--- config.mk ---
export PLATFORM = sky130hd
export DESIGN_NAME = flash_wr_guard
export DESIGN_NICKNAME = d
export VERILOG_FILES = /design/src/rtl/fg_pkg.sv /design/src/rtl/fg_lockout.sv /design/src/rtl/fg_region.sv /design/src/rtl/fg_decide.sv /design/src/rtl/flash_wr_guard.sv
export SDC_FILE = /design/constraint.sdc
export NUM_CORES = 1
export LEC_CHECK = 0
export BUFFER_PORTS_ARGS = -buffer_cell sky130_fd_sc_hd__buf_2
export CAP_MARGIN = 20
export CORE_ASPECT_RATIO = 2
export CORE_MARGIN = 2
export CORE_UTILIZATION = 40
export CTS_CLUSTER_SIZE = 25
export DETAILED_ROUTE_END_ITERATION = 12
export GPL_TIMING_DRIVEN = 1
export MAX_ROUTING_LAYER = met4
export PLACE_DENSITY = 0.68
export SETUP_SLACK_MARGIN = 0.4
export SYNTH_ARGS = -nofsm -noshare
export SYNTH_HDL_FRONTEND = slang
export SYNTH_SLANG_ARGS = --single-unit
--- constraint.sdc ---
create_clock -name clk -period 2.5 [get_ports clk]
set_input_delay 0.125 -clock clk [delete_from_list [all_inputs] [get_ports clk]]
set_output_delay 0.125 -clock clk [all_outputs]
set_load 0.01 [all_outputs]
--- src/rtl/fg_pkg.sv ---
// Shared opcodes, status layout and action codes for the flash write guard.
// Assumes an 8-bit opcode that has already been decoded from the serial stream.
package fg_pkg;
    localparam logic [7:0] OP_WREN = 8'h06;
    localparam logic [7:0] OP_WRDI = 8'h04;
    localparam logic [7:0] OP_PP   = 8'h02;
    localparam logic [7:0] OP_SE   = 8'h20;
    localparam logic [7:0] OP_BE   = 8'hD8;
    localparam logic [7:0] OP_CE   = 8'hC7;
    localparam logic [7:0] OP_WRSR = 8'h01;
    localparam logic [7:0] OP_PD   = 8'hB9;
    localparam logic [7:0] OP_RPD  = 8'hAB;

    typedef enum logic [2:0] {
        ACT_NONE,
        ACT_SET_WEL,
        ACT_CLR_WEL,
        ACT_START,
        ACT_LOAD_SR,
        ACT_SLEEP,
        ACT_WAKE
    } act_e;

    typedef struct packed {
        logic       frz;
        logic       bot;
        logic [2:0] code;
    } sr_t;
endpackage

--- src/rtl/fg_lockout.sv ---
// Power-up lockout timer: reloads while supply is low or reset is active,
// then counts LOCK_CYC edges down and reports locked until it reaches zero.
module fg_lockout #(
    parameter int LOCK_CYC = 16
) (
    input  logic clk,
    input  logic rst_n,
    input  logic supply_ok,
    output logic locked
);
    localparam int CW = $clog2(LOCK_CYC + 1);
    localparam logic [CW-1:0] LOAD = CW'(LOCK_CYC);

    logic [CW-1:0] cnt_q;

    // Count down after supply is good; reload on any reset condition.
    always_ff @(posedge clk) begin
        if (!rst_n || !supply_ok) begin
            cnt_q <= LOAD;
        end else if (cnt_q != '0) begin
            cnt_q <= cnt_q - 1'b1;
        end
    end

    assign locked = (cnt_q != '0);
endmodule

--- src/rtl/fg_region.sv ---
// Protected-region test: decides whether an address lies in the top or bottom
// slice chosen by the region code. Assumes ADDR_W >= 7 so code 1 is >= 1 byte.
module fg_region #(
    parameter int ADDR_W = 12
) (
    input  logic [ADDR_W-1:0] addr,
    input  logic              bot,
    input  logic [2:0]        code,
    output logic              hit
);
    localparam int BASE = ADDR_W - 7;

    logic [ADDR_W:0]   span;
    logic [ADDR_W-1:0] low_mask;
    logic [ADDR_W-1:0] hi_bits;

    // Region of 2^(BASE+code) bytes; high address bits decide membership.
    always_comb begin
        span     = (ADDR_W+1)'(1) << (BASE + int'(code));
        low_mask = ADDR_W'(span - 1'b1);
        hi_bits  = addr & ~low_mask;
        if (code == 3'd0) begin
            hit = 1'b0;
        end else if (bot) begin
            hit = (hi_bits == '0);
        end else begin
            hit = (hi_bits == ~low_mask);
        end
    end
endmodule

--- src/rtl/fg_decide.sv ---
// Combinational accept/reject decision for one opcode given the current
// guard state. Priority: power-down, then busy, then lockout, then opcode rules.
module fg_decide
    import fg_pkg::*;
(
    input  logic [7:0] code,
    input  logic       pd,
    input  logic       busy,
    input  logic       locked,
    input  logic       wel,
    input  logic       frz,
    input  logic       wp_n,
    input  logic       any_prot,
    input  logic       in_region,
    output logic       ok,
    output act_e       act
);
    logic wr_class;

    // Write-class opcodes are the ones blocked by the power-up lockout.
    always_comb begin
        wr_class = (code == OP_WREN) || (code == OP_PP) || (code == OP_SE) ||
                   (code == OP_BE)   || (code == OP_CE) || (code == OP_WRSR);
    end

    // Resolve the opcode to an accept flag and a state action.
    always_comb begin
        ok  = 1'b0;
        act = ACT_NONE;
        if (pd) begin
            if (code == OP_RPD) begin
                ok  = 1'b1;
                act = ACT_WAKE;
            end
        end else if (busy) begin
            if (code == OP_WRDI) begin
                ok  = 1'b1;
                act = ACT_CLR_WEL;
            end
        end else if (!(locked && wr_class)) begin
            case (code)
                OP_WREN: begin ok = 1'b1; act = ACT_SET_WEL; end
                OP_WRDI: begin ok = 1'b1; act = ACT_CLR_WEL; end
                OP_PD:   begin ok = 1'b1; act = ACT_SLEEP;   end
                OP_RPD:  begin ok = 1'b1; act = ACT_NONE;    end
                OP_PP, OP_SE, OP_BE: begin
                    ok  = wel && !in_region;
                    act = ACT_START;
                end
                OP_CE: begin
                    ok  = wel && !any_prot;
                    act = ACT_START;
                end
                OP_WRSR: begin
                    ok  = wel && !(frz && !wp_n);
                    act = ACT_LOAD_SR;
                end
                default: begin ok = 1'b0; act = ACT_NONE; end
            endcase
        end
    end
endmodule

--- src/rtl/flash_wr_guard.sv ---
// Write-protection and command-acceptance gate of a serial NOR flash.
// Assumes opcodes arrive pre-decoded with a one-cycle strobe and that the
// program/erase engine reports completion with op_done.
module flash_wr_guard
    import fg_pkg::*;
#(
    parameter int ADDR_W   = 12,
    parameter int LOCK_CYC = 16
) (
    input  logic              clk,
    input  logic              rst_n,
    input  logic              supply_ok,
    input  logic              wp_n,
    input  logic              op_valid,
    input  logic [7:0]        op_code,
    input  logic [ADDR_W-1:0] op_addr,
    input  logic [4:0]        sr_wdata,
    input  logic              op_done,
    output logic              acc_o,
    output logic              rej_o,
    output logic              wel_o,
    output logic              pd_o,
    output logic              busy_o,
    output logic              lock_o,
    output logic [4:0]        sr_o
);
    sr_t  sr_q;
    logic wel_q, pd_q, busy_q, acc_q, rej_q;
    logic locked, in_region, ok, fire;
    act_e act;

    fg_lockout #(.LOCK_CYC(LOCK_CYC)) i_lock (
        .clk       (clk),
        .rst_n     (rst_n),
        .supply_ok (supply_ok),
        .locked    (locked)
    );

    fg_region #(.ADDR_W(ADDR_W)) i_region (
        .addr (op_addr),
        .bot  (sr_q.bot),
        .code (sr_q.code),
        .hit  (in_region)
    );

    fg_decide i_decide (
        .code      (op_code),
        .pd        (pd_q),
        .busy      (busy_q),
        .locked    (locked),
        .wel       (wel_q),
        .frz       (sr_q.frz),
        .wp_n      (wp_n),
        .any_prot  (sr_q.code != 3'd0),
        .in_region (in_region),
        .ok        (ok),
        .act       (act)
    );

    assign fire = op_valid && ok;

    // Status bits survive supply loss; only the full reset clears them.
    always_ff @(posedge clk) begin
        if (!rst_n) begin
            sr_q <= '0;
        end else if (supply_ok && fire && act == ACT_LOAD_SR) begin
            sr_q <= sr_t'(sr_wdata);
        end
    end

    // Volatile guard state and the per-strobe decision pulses.
    always_ff @(posedge clk) begin
        if (!rst_n || !supply_ok) begin
            wel_q  <= 1'b0;
            pd_q   <= 1'b0;
            busy_q <= 1'b0;
            acc_q  <= 1'b0;
            rej_q  <= 1'b0;
        end else begin
            acc_q <= fire;
            rej_q <= op_valid && !ok;
            if (busy_q && op_done) begin
                wel_q <= 1'b0;
            end else if (fire && act == ACT_SET_WEL) begin
                wel_q <= 1'b1;
            end else if (fire && act == ACT_CLR_WEL) begin
                wel_q <= 1'b0;
            end
            if (fire && (act == ACT_START || act == ACT_LOAD_SR)) begin
                busy_q <= 1'b1;
            end else if (op_done) begin
                busy_q <= 1'b0;
            end
            if (fire && act == ACT_SLEEP) begin
                pd_q <= 1'b1;
            end else if (fire && act == ACT_WAKE) begin
                pd_q <= 1'b0;
            end
        end
    end

    assign acc_o  = acc_q;
    assign rej_o  = rej_q;
    assign wel_o  = wel_q;
    assign pd_o   = pd_q;
    assign busy_o = busy_q;
    assign lock_o = locked;
    assign sr_o   = sr_q;
endmodule

# --- Yosys cells after proc, flatten, opt, wreduce, memory -nomap -nowiden ---
# Index checks and enable logic that the tools add are counted.
# Widths: inputs -> output; s select.
word_totals:
  register_bits: 15
  inputBits: 31
  out_inout_bits: 11
  wordCells: 91
op_classes:
  addsub: 3
  n_eq_ne: 16
  shift: 1
  mux: 20
  n_bitwise: 2
  n_reduce_logical: 40
op_table:
  columns: ["operator", "n"]
  rows:
  - ["$eq 8x8->1 const B", 4]
  - ["$shl 1x32->12 const A", 1]
  - ["$eq 8x3->1 const B", 2]
  - ["$logic_and 1x1->1", 15]
  - ["$pmux 3 s5", 1]
  - ["$mux 1", 13]
  - ["$and 12x12->12", 1]
  - ["$eq 12x12->1", 1]
  - ["$logic_not 12->1", 1]
  - ["$mux 3", 4]
  - ["$not 12->12", 1]
  - ["$sub 12x1->12 const B", 1]
  - ["$eq 3x3->1 const B", 3]
  - ["$eq 8x1->1 const B", 1]
  - ["$eq 8x2->1 const B", 1]
  - ["$eq 8x6->1 const B", 1]
  - ["$reduce_or 4->1", 2]
  - ["$logic_not 1->1", 7]
  - ["$logic_or 1x1->1", 7]
  - ["$eq 3x2->1 const B", 2]
  - ["$reduce_bool 2->1", 3]
  - ["$reduce_bool 5->1", 1]
  - ["$sub 5x1->5 const B", 1]
  - ["$add 3x3->4 const A", 1]
  - ["7 further kinds", 7]

# --- Depth between registers and ports, before layout ---
logic_depth:
  word_depth: 18
  mapped_depth: 8
  depth_no_buf: 8

# --- Hierarchy ---
# A second synthesis with hierarchy kept.
hier_totals:
  hier_cells: 156
  hier_area_um2: 1253.7
modules_own_cells:
  columns: ["mod", "n_inst", "cells_each", "area_per_inst_um2", "seq_area_each_um2"]
  rows:
  - ["flash_wr_guard", 1, 47, 440.4, 200.2]
  - ["fg_decide", 1, 41, 295.3, 0.0]
  - ["fg_region", 1, 42, 266.5, 0.0]
  - ["fg_lockout", 1, 26, 251.5, 100.1]

# --- Worst setup path before layout ---
# No wires, ideal clock.
synth_path:
  path_type: "flip-flop to flip-flop"
  start: "register i_lock.cnt_q[0]"
  end: "register wel_q, in the netlist wel_o"
  setup_time_ns: 0.084
  t_arrival_ns: 2.337
  path_slack_ns: 0.079
  path_stages_with_launch: 9
  path_buffers: 0
  cell_sequence: "dfxtp_1 inv_1 ha_1 or3b_2 nor2_1 inv_1 a221oi_1 nand4b_1 o31ai_2"
synth_via:
  elab_chain_len: 8
synth_lines:
  columns: ["element", "line", "rtl"]
  rows:
  - ["start, declared", "fg_lockout.sv:14", "logic [CW-1:0] cnt_q;"]
  - ["start signal, assigned", "fg_lockout.sv:21", "cnt_q <= cnt_q - 1'b1;"]
  - ["$reduce_bool 5->1 (*)", "fg_lockout.sv:25", "assign locked = (cnt_q != '0);"]
  - ["named net lock_o", "flash_wr_guard.sv:24", "output logic lock_o,"]
  - ["$logic_and 1x1->1 (*)", "fg_decide.sv:40", "end else if (!(locked && wr_class)) begin"]
  - ["$mux 3 or $mux 1 (tied branches)", "fg_decide.sv:40", null]
  - ["$mux 3 or $mux 1 (tied branches)", "fg_decide.sv:35", "end else if (busy) begin"]
  - ["$mux 3 or $mux 1 (tied branches)", "fg_decide.sv:30", "if (pd) begin"]
  - ["$eq 3x1->1, or another cell as far along", "flash_wr_guard.sv:84", "end else if (fire && act == ACT_SET_WEL) begin"]
  - ["$logic_and 1x1->1, on equally long branches", "flash_wr_guard.sv:84, flash_wr_guard.sv:86", null]
  - ["$mux 1 or $reduce_bool 2->1 (tied branches)", null, null]
  - ["end signal, assigned", "flash_wr_guard.sv:83", "wel_q <= 1'b0;"]
  - ["end signal, assigned", "flash_wr_guard.sv:85", "wel_q <= 1'b1;"]
  - ["end signal, assigned", "flash_wr_guard.sv:87", "wel_q <= 1'b0;"]
  - ["end, declared", "flash_wr_guard.sv:28", "logic wel_q, pd_q, busy_q, acc_q, rej_q;"]
# The timed path passes the listed nets; every way through them passes the cells marked *.
# A chain may end at the register's enable or synchronous reset.

# --- Worst setup path after layout ---
layout_path:
  start: "input port op_code[4]"
  end: "register busy_q, in the netlist busy_o"
layout_via:
  elab_chain_len: 14
layout_lines:
  columns: ["element", "line", "rtl"]
  rows:
  - ["start, declared", "flash_wr_guard.sv:15", "input logic [7:0] op_code,"]
  - ["parallel branches: the longest is 12 deep, another holds $eq 8x8->1", null, null]
  - ["$logic_and 1x1->1 (*)", "flash_wr_guard.sv:89", "if (fire && (act == ACT_START || act == ACT_LOAD_SR)) begin"]
  - ["$mux 1 or $reduce_bool 2->1 (tied branches)", null, null]
  - ["end signal, assigned", "flash_wr_guard.sv:76", "busy_q <= 1'b0;"]
  - ["end signal, assigned", "flash_wr_guard.sv:90", "busy_q <= 1'b1;"]
  - ["end signal, assigned", "flash_wr_guard.sv:92", "busy_q <= 1'b0;"]
  - ["end, declared", "flash_wr_guard.sv:28", null]
# Mark *: on every way between the ends.

==> impl_results.md <==
- Peak supply drop: 365 µV
- TritonCTS Buffers: 3
- Starting Density: 0.420
- Layout area overhead: 36.2%
- CP max stage delay: 540 ps
- Later-pin clock latency in the skew report: 250 ps
- Worst hold path class: primary input to flop
- Flops & latches, synth: 15
- Crit path DAT: 2250 ps
- Power, Total: 0.587 mW
- Max-slew violations: 0
- Fillers: 278
- Routed via count: 1401
- Core area: 2940 µm²
- # IOs: 42
- CTS tree: yes
- Register area share after synthesis: 0.243
- First-pass DRT Iterations: 4
- Final period utilization: 0.831
- Most frequent cells in the layout: buf_2 (38), nand2_1 (20), dfxtp_1 (12)
- Clk_skew: 3.15 ps
- Nets: 239
- Chip height: 82.7 µm
- Port Buffers: 38
- Tmin final: 2080 ps
- Outcome: finished, final reports clean
- Worst-path clk slew: 60 ps
- Largest net degree at the start of global routing: 13
- CP Max Fanout: 7
- Final RePlAce weighted congestion: 0.887
- PD cells: 349 nW/µm²
- Rows: 28
- Via/cell ratio: 5.96
- Syn avg cell area: 7.93 µm²
- Dpl hpwl: 2.77 mm
- H-tree levels: 1
- First DRT Iteration DRCs: 37
- Residual DRC: 0
- Die width: 43.3 µm
- Final Hold Violating Endpoints: 0
- Post-route ant nets: 0
- CP cell instances: buf_2, or4_4, mux2_2, o211ai_1, a21oi_2, a2111o_1, a221oi_2
- Post-synth ARST share: 0
- Crit path required time: 2680 ps
- Post-Syn Area: 1240 µm²
- Die Area: 3580 µm²
- Grt ovf: 0
- Final Setup Violations: 0
- Post-synth EDFFs: 0
- Yosys Warn Count: 0
- Most common cell after layout, fill and taps aside: buf_2
- Layout cells sized above 1: 0.424
- Clock Tree Root: clkbuf_8
- Crit. End Element: flop
- Crit-path slowest cell: or4_4
- Fin Setup TNS: 0 ps
- Post-synthesis cell count: 156
- Hold_ws: 116 ps
- Max-cap violation count: 0
- Startpoint Class: primary input
- RSZ-0062 raised after global routing: true
- Initial antenna violation count: 0
- Vias in the first global route: 1342
- Fmax: 0.481 GHz
- Deepest clock path buffer count: 2
- Core Util, Final: 0.573
- Wire per inst: 15.5 µm
- Static Leak: 0.709 nW
- # diodes: 0
- Ys flop type: dfxtp_1
- Unique masters post-synth: 62
- Total GRT Usage: 0.214
- First-pass GRT wire length: 5.78 mm
- Clock Sinks: 15
- Routed WL: 3.65 mm
- Setup CP Type: primary input to flop
state kept, by name, summed over array words and instances (netlist names):
signal / flops
acc_o: 1
rej_o: 1
busy_o: 1
i_lock.cnt_q: 5
sr_o: 5
wel_o: 1
pd_o: 1
synthesized netlist by cell type (all sizes together), types with 3 or more instances:
library cell	number	area share
or4	4	0.025
nor3	7	0.028
mux2i	6	0.049
nand2	21	0.066
a211oi	3	0.022
dfxtp	15	0.24
inv	7	0.021
nand3	4	0.016
or2	3	0.015
clkbuf	4	0.013
a21o	3	0.019
nand2b	4	0.020
o211ai	3	0.018
nand4	3	0.015
xnor2	4	0.028
a21oi	3	0.012
or3	3	0.016
o21ai	3	0.012
nor2	10	0.030
buf	3	0.021
cell families (layout without fill, tap and decap cells):
logic type	after synthesis	after routing	share of synthesized area
compound gates	36	36	0.242
buf+inv	14	62	0.0556
other cells	1	2	0.00303
fa+ha+maj	3	3	0.0283
mux	7	7	0.0576
flops	15	15	0.243
simple gates	76	76	0.343
xor+xnor	4	4	0.0283
metrics by stage:
stage / setup WS, ps / cell area, µm² / cells
2_1_floorplan: 328 / 1310 / 157
3_3_place_gp: 95.8 / 1490 / 220
3_5_place_dp: 25.0 / 1490 / 220
4_1_cts: 402 / 1660 / 233
5_1_grt: 374 / 1690 / 235
6_report: 422 / 1690 / 235
report_power, final:
group          internal, mW  switching (mW)  total [mW]
clock                 0.111          0.0893       0.200
combinational        0.0659          0.0700       0.136
sequential            0.245         0.00640       0.252
total                 0.422           0.166       0.587
critical path, delay by kind of cell:
family | cells | cell delay [ps]
AND/OR/NAND/NOR | 1 | 540
buffers and inverters | 1 | 140
AO/OA/AOI/OAI | 4 | 1130
multiplexers | 1 | 310
routing by layer:
layer | track usage | vias up | wire (µm)
met2 | 0.418 | 42 | 2130
met4 | 0.121 | 0 | 119
met5 | - | - | 0
li1 | - | 686 | -
met3 | 0.0109 | 11 | 112
met1 | 0.197 | 662 | 1280
final timing paths:
check | from | end | slack, ps | cells past startpoint
setup / recovery | op_code[4] | busy_o$_SDFFE_PP0P_ | 420 | 7
hold / removal | sr_wdata[0] | sr_o[0]$_SDFFE_PN0P_ | 120 | 3
setup reg to reg | sr_o[1]$_SDFFE_PN0P_ | busy_o$_SDFFE_PP0P_ | 430 | 6
hold reg to reg | sr_o[3]$_SDFFE_PN0P_ | sr_o[3]$_SDFFE_PN0P_ | 510 | 2
what timing repair did:
action	4_1_cts	5_1_grt
pin swaps	11	8
hold buffers	0	0
cloned	0	0
resized for setup	17	5
setup buffers	9	2
endpoints found under the setup margin	8	8
final cells by class:
cell class / instances / area (µm²) / share of cell area
Clock buffer: 3 / 41.3 / 0.0245
Sequential cell: 15 / 309 / 0.183
Multi-Input combinational cell: 128 / 970 / 0.575
Inverter: 7 / 26.3 / 0.0156
Timing Repair Buffer: 51 / 297 / 0.176
Clock inverter: 1 / 5.00 / 0.00297
Tap cell: 30 / 37.5 / 0.0223
Power figures use the tool's default switching activity.
